==> config.mk <==
export PLATFORM = sky130hd
export DESIGN_NAME = dram_addr_denorm
export DESIGN_NICKNAME = d
export VERILOG_FILES = /design/src/rtl/dnorm_pkg.sv /design/src/rtl/dnorm_decode.sv /design/src/rtl/dnorm_splice.sv /design/src/rtl/dnorm_fixup.sv /design/src/rtl/dram_addr_denorm.sv
export SDC_FILE = /design/constraint.sdc
export NUM_CORES = 1
export LEC_CHECK = 0
export CAP_MARGIN = 10
export CORE_MARGIN = 2
export CORE_UTILIZATION = 35
export CTS_CLUSTER_SIZE = 12
export DETAILED_ROUTE_END_ITERATION = 7
export DONT_BUFFER_PORTS = 1
export SYNTH_ARGS = -nofsm -noshare
export SYNTH_HDL_FRONTEND = slang
export SYNTH_SLANG_ARGS = --single-unit
==> constraint.sdc <==
create_clock -name clk -period 4.8 [get_ports clk]
set_input_delay 0.48 -clock clk [delete_from_list [all_inputs] [get_ports clk]]
set_output_delay 0.48 -clock clk [all_outputs]
set_load 0.01 [all_outputs]
==> src/rtl/dnorm_pkg.sv <==
package dnorm_pkg;
  localparam int AW       = 64;  // address width
  localparam int CW       = 32;  // configuration word width
  localparam int FW       = 8;   // fabric identifier width
  localparam int MAXB     = 4;   // most interleave bits allowed
  localparam int IDW      = MAXB;
  localparam int NBW      = $clog2(MAXB + 1);
  localparam int SW       = 4;   // start position width
  localparam int START0   = 8;   // lowest interleave start bit
  localparam int BASE_LSB = 28;  // base/limit/offset field placement
  localparam int HOLE_LSB = 24;
  localparam int HOLE_W   = 8;
  localparam int OFF_W    = 12;
  localparam int RNG_W    = 20;

  typedef struct packed {
    logic [AW-1:0]     addr;
    logic [AW-1:0]     base;
    logic [AW-1:0]     limit;
    logic [IDW-1:0]    id;
    logic [SW-1:0]     start;
    logic [NBW-1:0]    nbits;
    logic              hole_en;
    logic [HOLE_W-1:0] hole_top;
    logic              hash_en;
    logic              err;
  } dec_t;

  typedef struct packed {
    logic [AW-1:0]     addr;
    logic [AW-1:0]     limit;
    logic [SW-1:0]     start;
    logic              hole_en;
    logic [HOLE_W-1:0] hole_top;
    logic              hash_en;
    logic              err;
  } spl_t;
endpackage

==> src/rtl/dnorm_decode.sv <==
module dnorm_decode
  import dnorm_pkg::*;
(
  input  logic [AW-1:0] naddr,
  input  logic [CW-1:0] hi_off_w,
  input  logic [CW-1:0] base0_w,
  input  logic [CW-1:0] limit0_w,
  input  logic [CW-1:0] base1_w,
  input  logic [CW-1:0] limit1_w,
  input  logic [CW-1:0] sys_mask_w,
  input  logic [CW-1:0] hole_w,
  input  logic [FW-1:0] fabric_id,
  output dec_t          dec
);
  logic [AW-1:0] hi_off;
  logic          use_hi;
  logic [CW-1:0] bw, lw;
  logic [2:0]    sel;
  logic [2:0]    ch_bits;
  logic          bad_code, hash_on;
  logic [1:0]    die_bits;
  logic          sock_bit;
  logic [3:0]    total;
  logic [FW-1:0] ch_mask, die_f, sock_f, id_full;
  logic [IDW-1:0] id_mask;
  logic          unused_bits;

  assign unused_bits = ^{hi_off_w[19:1], bw[3:2], bw[11], lw[9], lw[7:0],
                         sys_mask_w[7:0], hole_w[23:0], id_full[FW-1:IDW]};

  always_comb begin
    hi_off = '0;
    hi_off[BASE_LSB +: OFF_W] = hi_off_w[CW-1 -: OFF_W];
    use_hi = hi_off_w[0] && (naddr >= hi_off);
    bw     = use_hi ? base1_w  : base0_w;
    lw     = use_hi ? limit1_w : limit0_w;
    sel    = bw[10:8];

    bad_code = 1'b0;
    hash_on  = 1'b0;
    case (bw[7:4])
      4'd0: ch_bits = 3'd0;
      4'd1: ch_bits = 3'd1;
      4'd3: ch_bits = 3'd2;
      4'd5: ch_bits = 3'd3;
      4'd7: ch_bits = 3'd4;
      4'd8: begin ch_bits = 3'd1; hash_on = 1'b1; end
      default: begin ch_bits = 3'd0; bad_code = 1'b1; end
    endcase

    die_bits = lw[11:10];
    sock_bit = lw[8];
    total    = {1'b0, ch_bits} + {2'b0, die_bits} + {3'b0, sock_bit};

    ch_mask = ~({FW{1'b1}} << ch_bits);
    die_f   = (fabric_id & sys_mask_w[15:8])  >> sys_mask_w[27:24];
    sock_f  = (fabric_id & sys_mask_w[23:16]) >> sys_mask_w[31:28];
    id_full = fabric_id & ch_mask;
    if (die_bits != 2'd0) id_full = id_full | (die_f << ch_bits);
    if (sock_bit)         id_full = id_full | (sock_f << (ch_bits + {1'b0, die_bits}));
    id_mask = ~({IDW{1'b1}} << total);

    dec.addr     = use_hi ? (naddr - hi_off) : naddr;
    dec.base     = '0;
    dec.base[BASE_LSB +: RNG_W] = bw[CW-1 -: RNG_W];
    dec.limit    = '0;
    dec.limit[BASE_LSB +: RNG_W] = lw[CW-1 -: RNG_W];
    dec.limit[BASE_LSB-1:0] = '1;
    dec.id       = id_full[IDW-1:0] & id_mask;
    dec.start    = SW'(START0) + {2'b0, sel[1:0]};
    dec.nbits    = total[NBW-1:0];
    dec.hole_en  = bw[1];
    dec.hole_top = hole_w[CW-1 -: HOLE_W];
    dec.hash_en  = hash_on;
    dec.err      = !bw[0] || (sel > 3'd3) || bad_code ||
                   (die_bits > 2'd2) || (total > 4'(MAXB));
  end
endmodule

==> src/rtl/dnorm_splice.sv <==
module dnorm_splice
  import dnorm_pkg::*;
(
  input  dec_t d,
  output spl_t s
);
  logic [AW-1:0] lo_mask, low_part, high_part, id_part;

  always_comb begin
    lo_mask   = ~({AW{1'b1}} << d.start);
    low_part  = d.addr & lo_mask;
    high_part = (d.addr & ~lo_mask) << d.nbits;
    id_part   = AW'(d.id) << d.start;
    s.addr     = (high_part | id_part | low_part) + d.base;
    s.limit    = d.limit;
    s.start    = d.start;
    s.hole_en  = d.hole_en;
    s.hole_top = d.hole_top;
    s.hash_en  = d.hash_en;
    s.err      = d.err;
  end
endmodule

==> src/rtl/dnorm_fixup.sv <==
module dnorm_fixup
  import dnorm_pkg::*;
(
  input  spl_t          s,
  output logic [AW-1:0] addr,
  output logic          err
);
  logic [AW-1:0] hole_base, after_hole, after_hash;
  logic          hbit;

  always_comb begin
    hole_base = '0;
    hole_base[HOLE_LSB +: HOLE_W] = s.hole_top;
    after_hole = (s.hole_en && s.addr >= hole_base)
               ? s.addr + ((AW'(1) << 32) - hole_base) : s.addr;
    hbit = after_hole[12] ^ after_hole[18] ^ after_hole[21] ^ after_hole[30];
    after_hash = (s.hash_en && (hbit != after_hole[s.start]))
               ? after_hole ^ (AW'(1) << s.start) : after_hole;
    err  = s.err || (after_hash > s.limit);
    addr = err ? '0 : after_hash;
  end
endmodule

==> src/rtl/dram_addr_denorm.sv <==
module dram_addr_denorm
  import dnorm_pkg::*;
(
  input  logic          clk,
  input  logic          rst_n,
  input  logic          in_valid,
  output logic          in_ready,
  input  logic [AW-1:0] in_naddr,
  input  logic [CW-1:0] cfg_hi_offset,
  input  logic [CW-1:0] cfg_base0,
  input  logic [CW-1:0] cfg_limit0,
  input  logic [CW-1:0] cfg_base1,
  input  logic [CW-1:0] cfg_limit1,
  input  logic [CW-1:0] cfg_sys_mask,
  input  logic [CW-1:0] cfg_hole,
  input  logic [FW-1:0] cfg_fabric_id,
  output logic          out_valid,
  input  logic          out_ready,
  output logic [AW-1:0] out_addr,
  output logic          out_err
);
  dec_t          dec_c, s1_q;
  spl_t          spl_c, s2_q;
  logic          s1_v, s2_v;
  logic [AW-1:0] fix_addr;
  logic          fix_err;
  logic          advance;

  assign advance  = !out_valid || out_ready;
  assign in_ready = advance;

  dnorm_decode u_decode (
    .naddr(in_naddr), .hi_off_w(cfg_hi_offset),
    .base0_w(cfg_base0), .limit0_w(cfg_limit0),
    .base1_w(cfg_base1), .limit1_w(cfg_limit1),
    .sys_mask_w(cfg_sys_mask), .hole_w(cfg_hole),
    .fabric_id(cfg_fabric_id), .dec(dec_c)
  );

  dnorm_splice u_splice (.d(s1_q), .s(spl_c));

  dnorm_fixup u_fixup (.s(s2_q), .addr(fix_addr), .err(fix_err));

  always_ff @(posedge clk or negedge rst_n) begin
    if (!rst_n) begin
      s1_v      <= 1'b0;
      s2_v      <= 1'b0;
      out_valid <= 1'b0;
      s1_q      <= '0;
      s2_q      <= '0;
      out_addr  <= '0;
      out_err   <= 1'b0;
    end else if (advance) begin
      s1_v      <= in_valid;
      s1_q      <= dec_c;
      s2_v      <= s1_v;
      s2_q      <= spl_c;
      out_valid <= s2_v;
      out_addr  <= fix_addr;
      out_err   <= fix_err;
    end
  end
endmodule

Word-level counts from Yosys, hierarchy flattened
Index checks and enable logic that the tools add are counted.
- register bits after elaboration: 349
- bitwise gates (word level): 18
- eq/ne operators: 6
- muxes and demuxes: 13
- order comparisons: 7
- shift-type cells: 10
- add/subtract/negate cells: 8
- reductions and logical operators: 15
- operator list (kind ; number):
    64-bit two-way mux ; 4
    64-bit bitwise AND ; 2
    64-bit inverter ; 2
    64-bit bitwise OR ; 2
    64-bit by 48-bit adder with 64-bit output ; 1
    64-bit adder ; 1
    64-bit by 32-bit greater-or-equal comparator with 1-bit output ; 1
    64-bit by 40-bit greater-or-equal comparator with 1-bit output ; 1
    64-bit by 48-bit greater-than comparator with 1-bit output ; 1
    32-bit two-way mux ; 2
    1-bit by 4-bit left shift with 64-bit output, first input constant ; 1
    4-bit by 4-bit left shift with 64-bit output ; 1
    64-bit by 3-bit left shift with 64-bit output ; 1
    64-bit by 4-bit left shift with 64-bit output, first input constant ; 1
    64-bit by 40-bit subtractor with 64-bit output ; 1
    64-bit bitwise XOR ; 1
    33-bit by 32-bit subtractor with 34-bit output, first input constant ; 1
    8-bit bitwise AND ; 2
    8-bit by 3-bit left shift with 4-bit output ; 2
    8-bit by 4-bit >> shifter with 8-bit output ; 2
    3-bit case mux with 4 select lines ; 1
    4-bit bitwise AND ; 2
    4-bit by 3-bit == test with 1-bit output, second input constant ; 2
    4-bit two-way mux ; 2
    other kinds (26) ; 40

Logic depth before layout (Yosys ltp)
- word-level depth: 14
- depth in mapped cells: 25
- mapped depth without buffers: 24

By module
From an unflattened synthesis, not the netlist that was laid out.
- cell total of the unflattened synthesis: 3089
- area total of the unflattened synthesis: 31659.1 um^2
- by module, submodules not included (module ; sequential area each (um^2) ; times used ; cells an instance ; area each (um^2)):
    dram_addr_denorm ; 10635.2 ; 1 ; 898 ; 16259.3
    dnorm_splice ; 0.0 ; 1 ; 992 ; 7014.2
    dnorm_fixup ; 0.0 ; 1 ; 665 ; 4586.9
    dnorm_decode ; 0.0 ; 1 ; 534 ; 3798.6

Worst setup path after synthesis
OpenSTA, ideal clock, no wires.
- path type: register -> register
- start point: register s1_q[11] (netlist name)
- end point: register s2_q[135] (netlist name)
- data required time: 4658 ps
- data arrival time: 4750 ps
- setup time: 142 ps
- buffers on the path: 6
- path slack: -92 ps
- cell stages (with the launch flop): 22
- cell sequence: dfrtp_1 -> buf_4 -> buf_4 -> buf_1 -> clkbuf_1 -> buf_1 -> clkbuf_1 -> o21ai_0 -> o21ai_0 -> ha_1 -> inv_1 -> fa_1 -> nor2b_1 -> o31ai_1 -> a21oi_1 -> a31oi_1 -> o211ai_1 -> a311o_1 -> a21o_1 -> nand3b_1 -> xnor2_1 -> a21oi_1
- word-level cells in the longest chain between the ends: 4
- RTL lines (what ; RTL line ; source):
    start: declaration ; dram_addr_denorm.sv:22 ; dec_t dec_c, s1_q;
    start signal: assignment ; dram_addr_denorm.sv:49 ; s1_q <= '0;
    start signal: assignment ; dram_addr_denorm.sv:55 ; s1_q <= dec_c;
    64-bit by 3-bit left shift with 64-bit output ; dnorm_splice.sv:12 ; high_part = (d.addr & ~lo_mask) << d.nbits;
    64-bit bitwise OR (2 in a row) ; dnorm_splice.sv:14 ; s.addr = (high_part | id_part | low_part) + d.base;
    64-bit by 48-bit adder with 64-bit output ; dnorm_splice.sv:14 ;
    end signal: assignment ; dram_addr_denorm.sv:57 ; s2_q <= spl_c;
    end: declaration ; dram_addr_denorm.sv:23 ; spl_t spl_c, s2_q;
Every way passes these cells.
A chain may end at the register's enable or synchronous reset.

Worst setup path after layout
- start point: register s2_q[2] (netlist name)
- end point: register out_addr[39]
- word-level cells in the longest chain between the ends: 12
- RTL lines (what ; RTL line ; source):
    branches (longest 2 deep; another with 64-bit adder) ; - ;
    64-bit two-way mux * ; dnorm_fixup.sv:15 ; ? s.addr + ((AW'(1) << 32) - hole_base) : s.addr;
    1-bit bitwise XOR (3 in a row) ; dnorm_fixup.sv:16 ; hbit = after_hole[12] ^ after_hole[18] ^ after_hole[21] ^ after_hole[30];
    1-bit != test ; dnorm_fixup.sv:17 ; after_hash = (s.hash_en && (hbit != after_hole[s.start]))
    1-bit logical AND ; dnorm_fixup.sv:17 ;
    64-bit two-way mux * ; dnorm_fixup.sv:18 ; ? after_hole ^ (AW'(1) << s.start) : after_hole;
    64-bit by 48-bit greater-than comparator with 1-bit output ; dnorm_fixup.sv:19 ; err = s.err || (after_hash > s.limit);
    1-bit logical OR ; dnorm_fixup.sv:19 ;
    64-bit two-way mux * ; dnorm_fixup.sv:20 ; addr = err ? '0 : after_hash;
    end signal: assignment ; dram_addr_denorm.sv:59 ; out_addr <= fix_addr;
    end: declaration ; dram_addr_denorm.sv:19 ; output logic [AW-1:0] out_addr,
Every way passes the cells marked *. The select of a mux whose other input is x is not followed.

==> results <==
- The critical path launch point type is a flip-flop.
- Yosys mapped a number of flops with a built-in enable equal to 0.
- The fraction of layout cells with a size suffix above 1 is 17.0%.
- The type of element capturing the critical path is a flip-flop.
- In the post-route analysis, the smallest setup slack over all paths is just over 0.09 ns.
- The total congestion overflow after global routing is 0.
- The port buffer count is 0.
- Dividing total power by cell area gives a power density of 613 nW/um2.
- The clock-pin slew reported for the worst setup and hold paths after clock tree synthesis is 0.06 ns.
- The worst clock skew is 0.0158 ns.
- The clock passes through at most 3 buffers.
- The register-to-register path setup slack is a little over 0.09 ns.
- The clock tree from TritonCTS is done.
- The die covers 61100 um2.
- The worst path arrival time is 5.13 ns.
- The count of different cell masters after synthesis is 69.
- Summing internal, switching and leakage power gives 14.9 mW.
- For this design, the slowest cell found on the critical path is sky130_fd_sc_hd__dfrtp_2.
- The number of H-tree branching levels is 2.
- The placer congestion estimate is 0.880.
- The flow ran to the end, but the final reports show violations.
- Counting stages on the worst path, the most repeated cell is sky130_fd_sc_hd__buf_4.
- Setup repair after global routing could not meet its margin everywhere.
- A synthesized cell averages 8.52 um2.
- Pin placement for this block handled 367 I/O pins.
- The number of global-route vias before repair is 17800.
- Entering global routing, the biggest net connects around 290 pins.
- The synthesized netlist occupies a cell area of 20700 um2.
- The total global routing track utilization is approximately a fifth.
- In the synthesized netlist, the cells that appear most often are 458 x sky130_fd_sc_hd__nand2_1, 291 x sky130_fd_sc_hd__dfrtp_1, 187 x sky130_fd_sc_hd__o21ai_0, 159 x sky130_fd_sc_hd__nor2_1.
- The final-report hold violation count came to 291.
- The number of diodes added for antenna fixing is 0.
- Ranked by total cell area, the synthesized netlist is headed by sky130_fd_sc_hd__dfrtp_1 35%, sky130_fd_sc_hd__nand2_1 8.3%, sky130_fd_sc_hd__ha_1 5.7%, sky130_fd_sc_hd__mux2i_1 5.7%, sky130_fd_sc_hd__o21ai_0 4.5%.
- The analysis attributes to cell leakage a power of 10.5 nW.
- The share of the core filled with cells is 41.4%.
- The total number of clock tree sinks is 291.
- Measured along the y axis, the die boundary spans 247 um.
- For this run, the leading register cell type out of synthesis is sky130_fd_sc_hd__dfrtp_1.
- Buffers inserted during clock tree synthesis total 36.
- The worst register-to-register path begins at s2_q[2]$_DFFE_PN0P_.
- The first TritonRoute pass finished after 7 iterations.
- The worst stage delay on the critical path is approximately 0.4 ns.
- For the final routed database, the setup TNS stands at 0 ns.
- The top cell type by total area after synthesis is sky130_fd_sc_hd__dfrtp_1.
- In this run the standard cell core region covers 58800 um2.
- The total routed wirelength is ~64000 um.
- The final critical delay including setup and external delays is 4.71 ns.
- Counting every instance in the synthesized netlist gives 2431.
- The post-synth net total is roughly 2800.
- For this block, the via count after detailed routing is 18300.
- At the later pin of the worst-skew pair, clock insertion delay measures 0.55 ns.
- The initial antenna violation count is 2.
- The worst hold slack is -0.351 ns.
- The root buffer cell is sky130_fd_sc_hd__clkbuf_16.
- The average routed wire per standard cell is a little under 20 um.
- Once detail routing completed, the nets flagged for antenna violations numbered 0.
- The critical path goes through buf_6 -> buf_4 -> ha_2 -> inv_1 -> fa_2 -> nor2b_2 -> buf_4 -> buf_4 -> o31a_1 -> o211ai_1 -> a211o_1 -> buf_6 -> nor3_4 -> xor2_2 -> ha_1 -> nand4_1 -> nor4_2 -> buf_4 -> nand4_1 -> a31o_4 -> o21ai_4 -> buf_12 -> clkbuf_16 -> o211ai_2.
- The max-slew violation count is 0.
- Dividing the detail-routed via count by the number of cells gives 5.51.
- The total instance count after detailed placement is around 3200.
- The kind of cell with the highest combined delay along the critical path is compound AO/OA/AOI/OAI gates.
- The top cell type by area accounts for 35.2% of the synthesized area.
- The share of async-settable or async-resettable flops after synthesis is 100%.
- The effective utilization at floorplan is 35.2%.
- The synthesis-stage register bit count is between 200 and 300.
- The row count is 89.
- Measured along the x axis, the die boundary spans 247 um.
- Relative to the synthesized area, the layout overhead comes to 17.4%.
- Sequential cells were found to cover 35.2% of the synthesized design area.
- The data required time of the critical path is 5.22 ns.
- The number of violations reported at the end of detailed-routing iteration 0 is approximately 1200.
- The number of filler cells placed in the layout is 5887.
- The checks that failed: negative hold slack.
- Counting cells, the worst reg-to-reg path comes to 24.
- The portion of the clock cycle consumed by the worst path in the final layout is a little over nine tenths.
- After the last flow step, the layout net total stands at approximately 3000.
- Headroom to the max-slew limit came out at between 30% and 40%.
- For the pin with the worst max-slew slack, the measured transition is around 0.92 ns.
- After detailed routing, the number of remaining DRC violations is 0.
- The first global-routing pass estimated 99100 um of wire.
- Yosys printed 0 warnings.
- The endpoint identified for the worst register-to-register timing path is out_addr[39]$_DFFE_PN0P_.
- Of all nets on the critical path, the largest fanout is 8.
- The worst setup path is of the reg2reg kind.
- The worst slack after detailed placement is -0.154 ns.
- Derived from the worst setup path, the maximum achievable clock frequency is 0.212 GHz.
- The finished layout holds 3313 standard cells, fillers aside.
- The number of maximum-capacitance constraint violations is 0.
- The HPWL after detailed placement is ~47000 um.
- Setup violations remaining at the end of the flow were counted as 0.
- In this run the worst hold path is classified as in2async.
- The buffering stage count on the worst path with inverters included is 9.
- The worst-case IR drop observed on VDD is between 0.3 and 0.4 mV.
- The cell with the most instances after synthesis is sky130_fd_sc_hd__nand2_1.
[timing repair]
item | CTS | global route
setup buffers | 7 | 16
cloned | 1 | 3
pin swaps | 7 | 72
setup endpoints to repair | 49 | 59
endpoints found under the hold margin | 291 | 291
gates resized for setup | 17 | 75
[where the power goes]
group	leakage (nW)	switching (mW)	total, mW	internal (mW)
logic	6.35	4.76	8.56	3.81
registers	3.58	0.564	3.68	3.12
clock network	0.560	1.08	2.68	1.60
total	10.5	6.40	14.9	8.52
[cells by family after synthesis]
kind of cell,count (synthesis),share of synthesized area (%)
and+or+nand+nor,974,21.7
xor gates and xnor gates,90,3.81
AOI/OAI and AO/OA,559,17.5
muxes,179,10.8
DFF,291,35.2
buffers and inverters,237,4.68
adders and majority gates,101,6.32
[cell type report]
type / count / area (um2) / area share [%]
multi-input combinational: 1903 / 12900 / 53.0
sequential: 291 / 7290 / 30.0
timing repair buffer: 196 / 1690 / 6.94
inverter: 89 / 339 / 1.39
clock inverter: 14 / 141 / 0.581
tap: 773 / 967 / 3.98
clock buffer: 47 / 1010 / 4.17
[metrics by stage]
stage,instance area (um2),hold WS [ns]
6_report,24300,-0.351
2_1_floorplan,20700,0.184
3_5_place_dp,22400,0.215
4_1_cts,23800,-0.373
5_1_grt,24300,-0.380
3_3_place_gp,22400,0.214
[sequential cells by signal, indices dropped and copies added, names as in the netlist]
signal	cells
out_err	1
out_addr	64
s2_v	1
out_valid	1
s2_q	98
s1_q	125
s1_v	1
[routing by layer]
layer	track usage, %	up-vias	wire length, um
li1	-	8919	-
met1	28.0	8721	29000
met2	32.6	534	28800
met3	4.23	86	4360
met4	5.32	4	1340
met5	0	-	27
[cells in the final DEF (no fill, tap or decap), drive strengths merged, types with 13 or more instances in the layout]
cell type	count
nand2	458
dfrtp	291
buf	193
o21ai	191
nor2	159
mux2i	117
a21oi	117
ha	95
inv	89
nand4	73
nand3	65
xnor2	59
o211ai	54
clkbuf	50
nor3	36
nor4	36
mux4	33
a31oi	32
xor2	31
and2	30
mux2	29
a211oi	28
nor2b	23
o21a	20
nand2b	20
o31ai	18
a21o	16
or3	15
or4	14
o2111ai	13
[how the worst max path moves through the flow]
stage               cells after the start                  from  slack, ns                        to
detailed placement                     21   s2_q[4]$_DFFE_PN0P_      -0.15   out_addr[3]$_DFFE_PN0P_
floorplan                              21  s1_q[11]$_DFFE_PN0P_       0.07     s2_q[135]$_DFFE_PN0P_
finish                                 24   s2_q[2]$_DFFE_PN0P_       0.09  out_addr[39]$_DFFE_PN0P_
CTS                                    25   s2_q[2]$_DFFE_PN0P_       0.02   out_addr[3]$_DFFE_PN0P_
global placement                       21   s2_q[4]$_DFFE_PN0P_      -0.10   out_addr[2]$_DFFE_PN0P_
global route                           24   s2_q[2]$_DFFE_PN0P_      -0.14   out_addr[4]$_DFFE_PN0P_
Note: power is estimated with default switching activity, not from simulation.
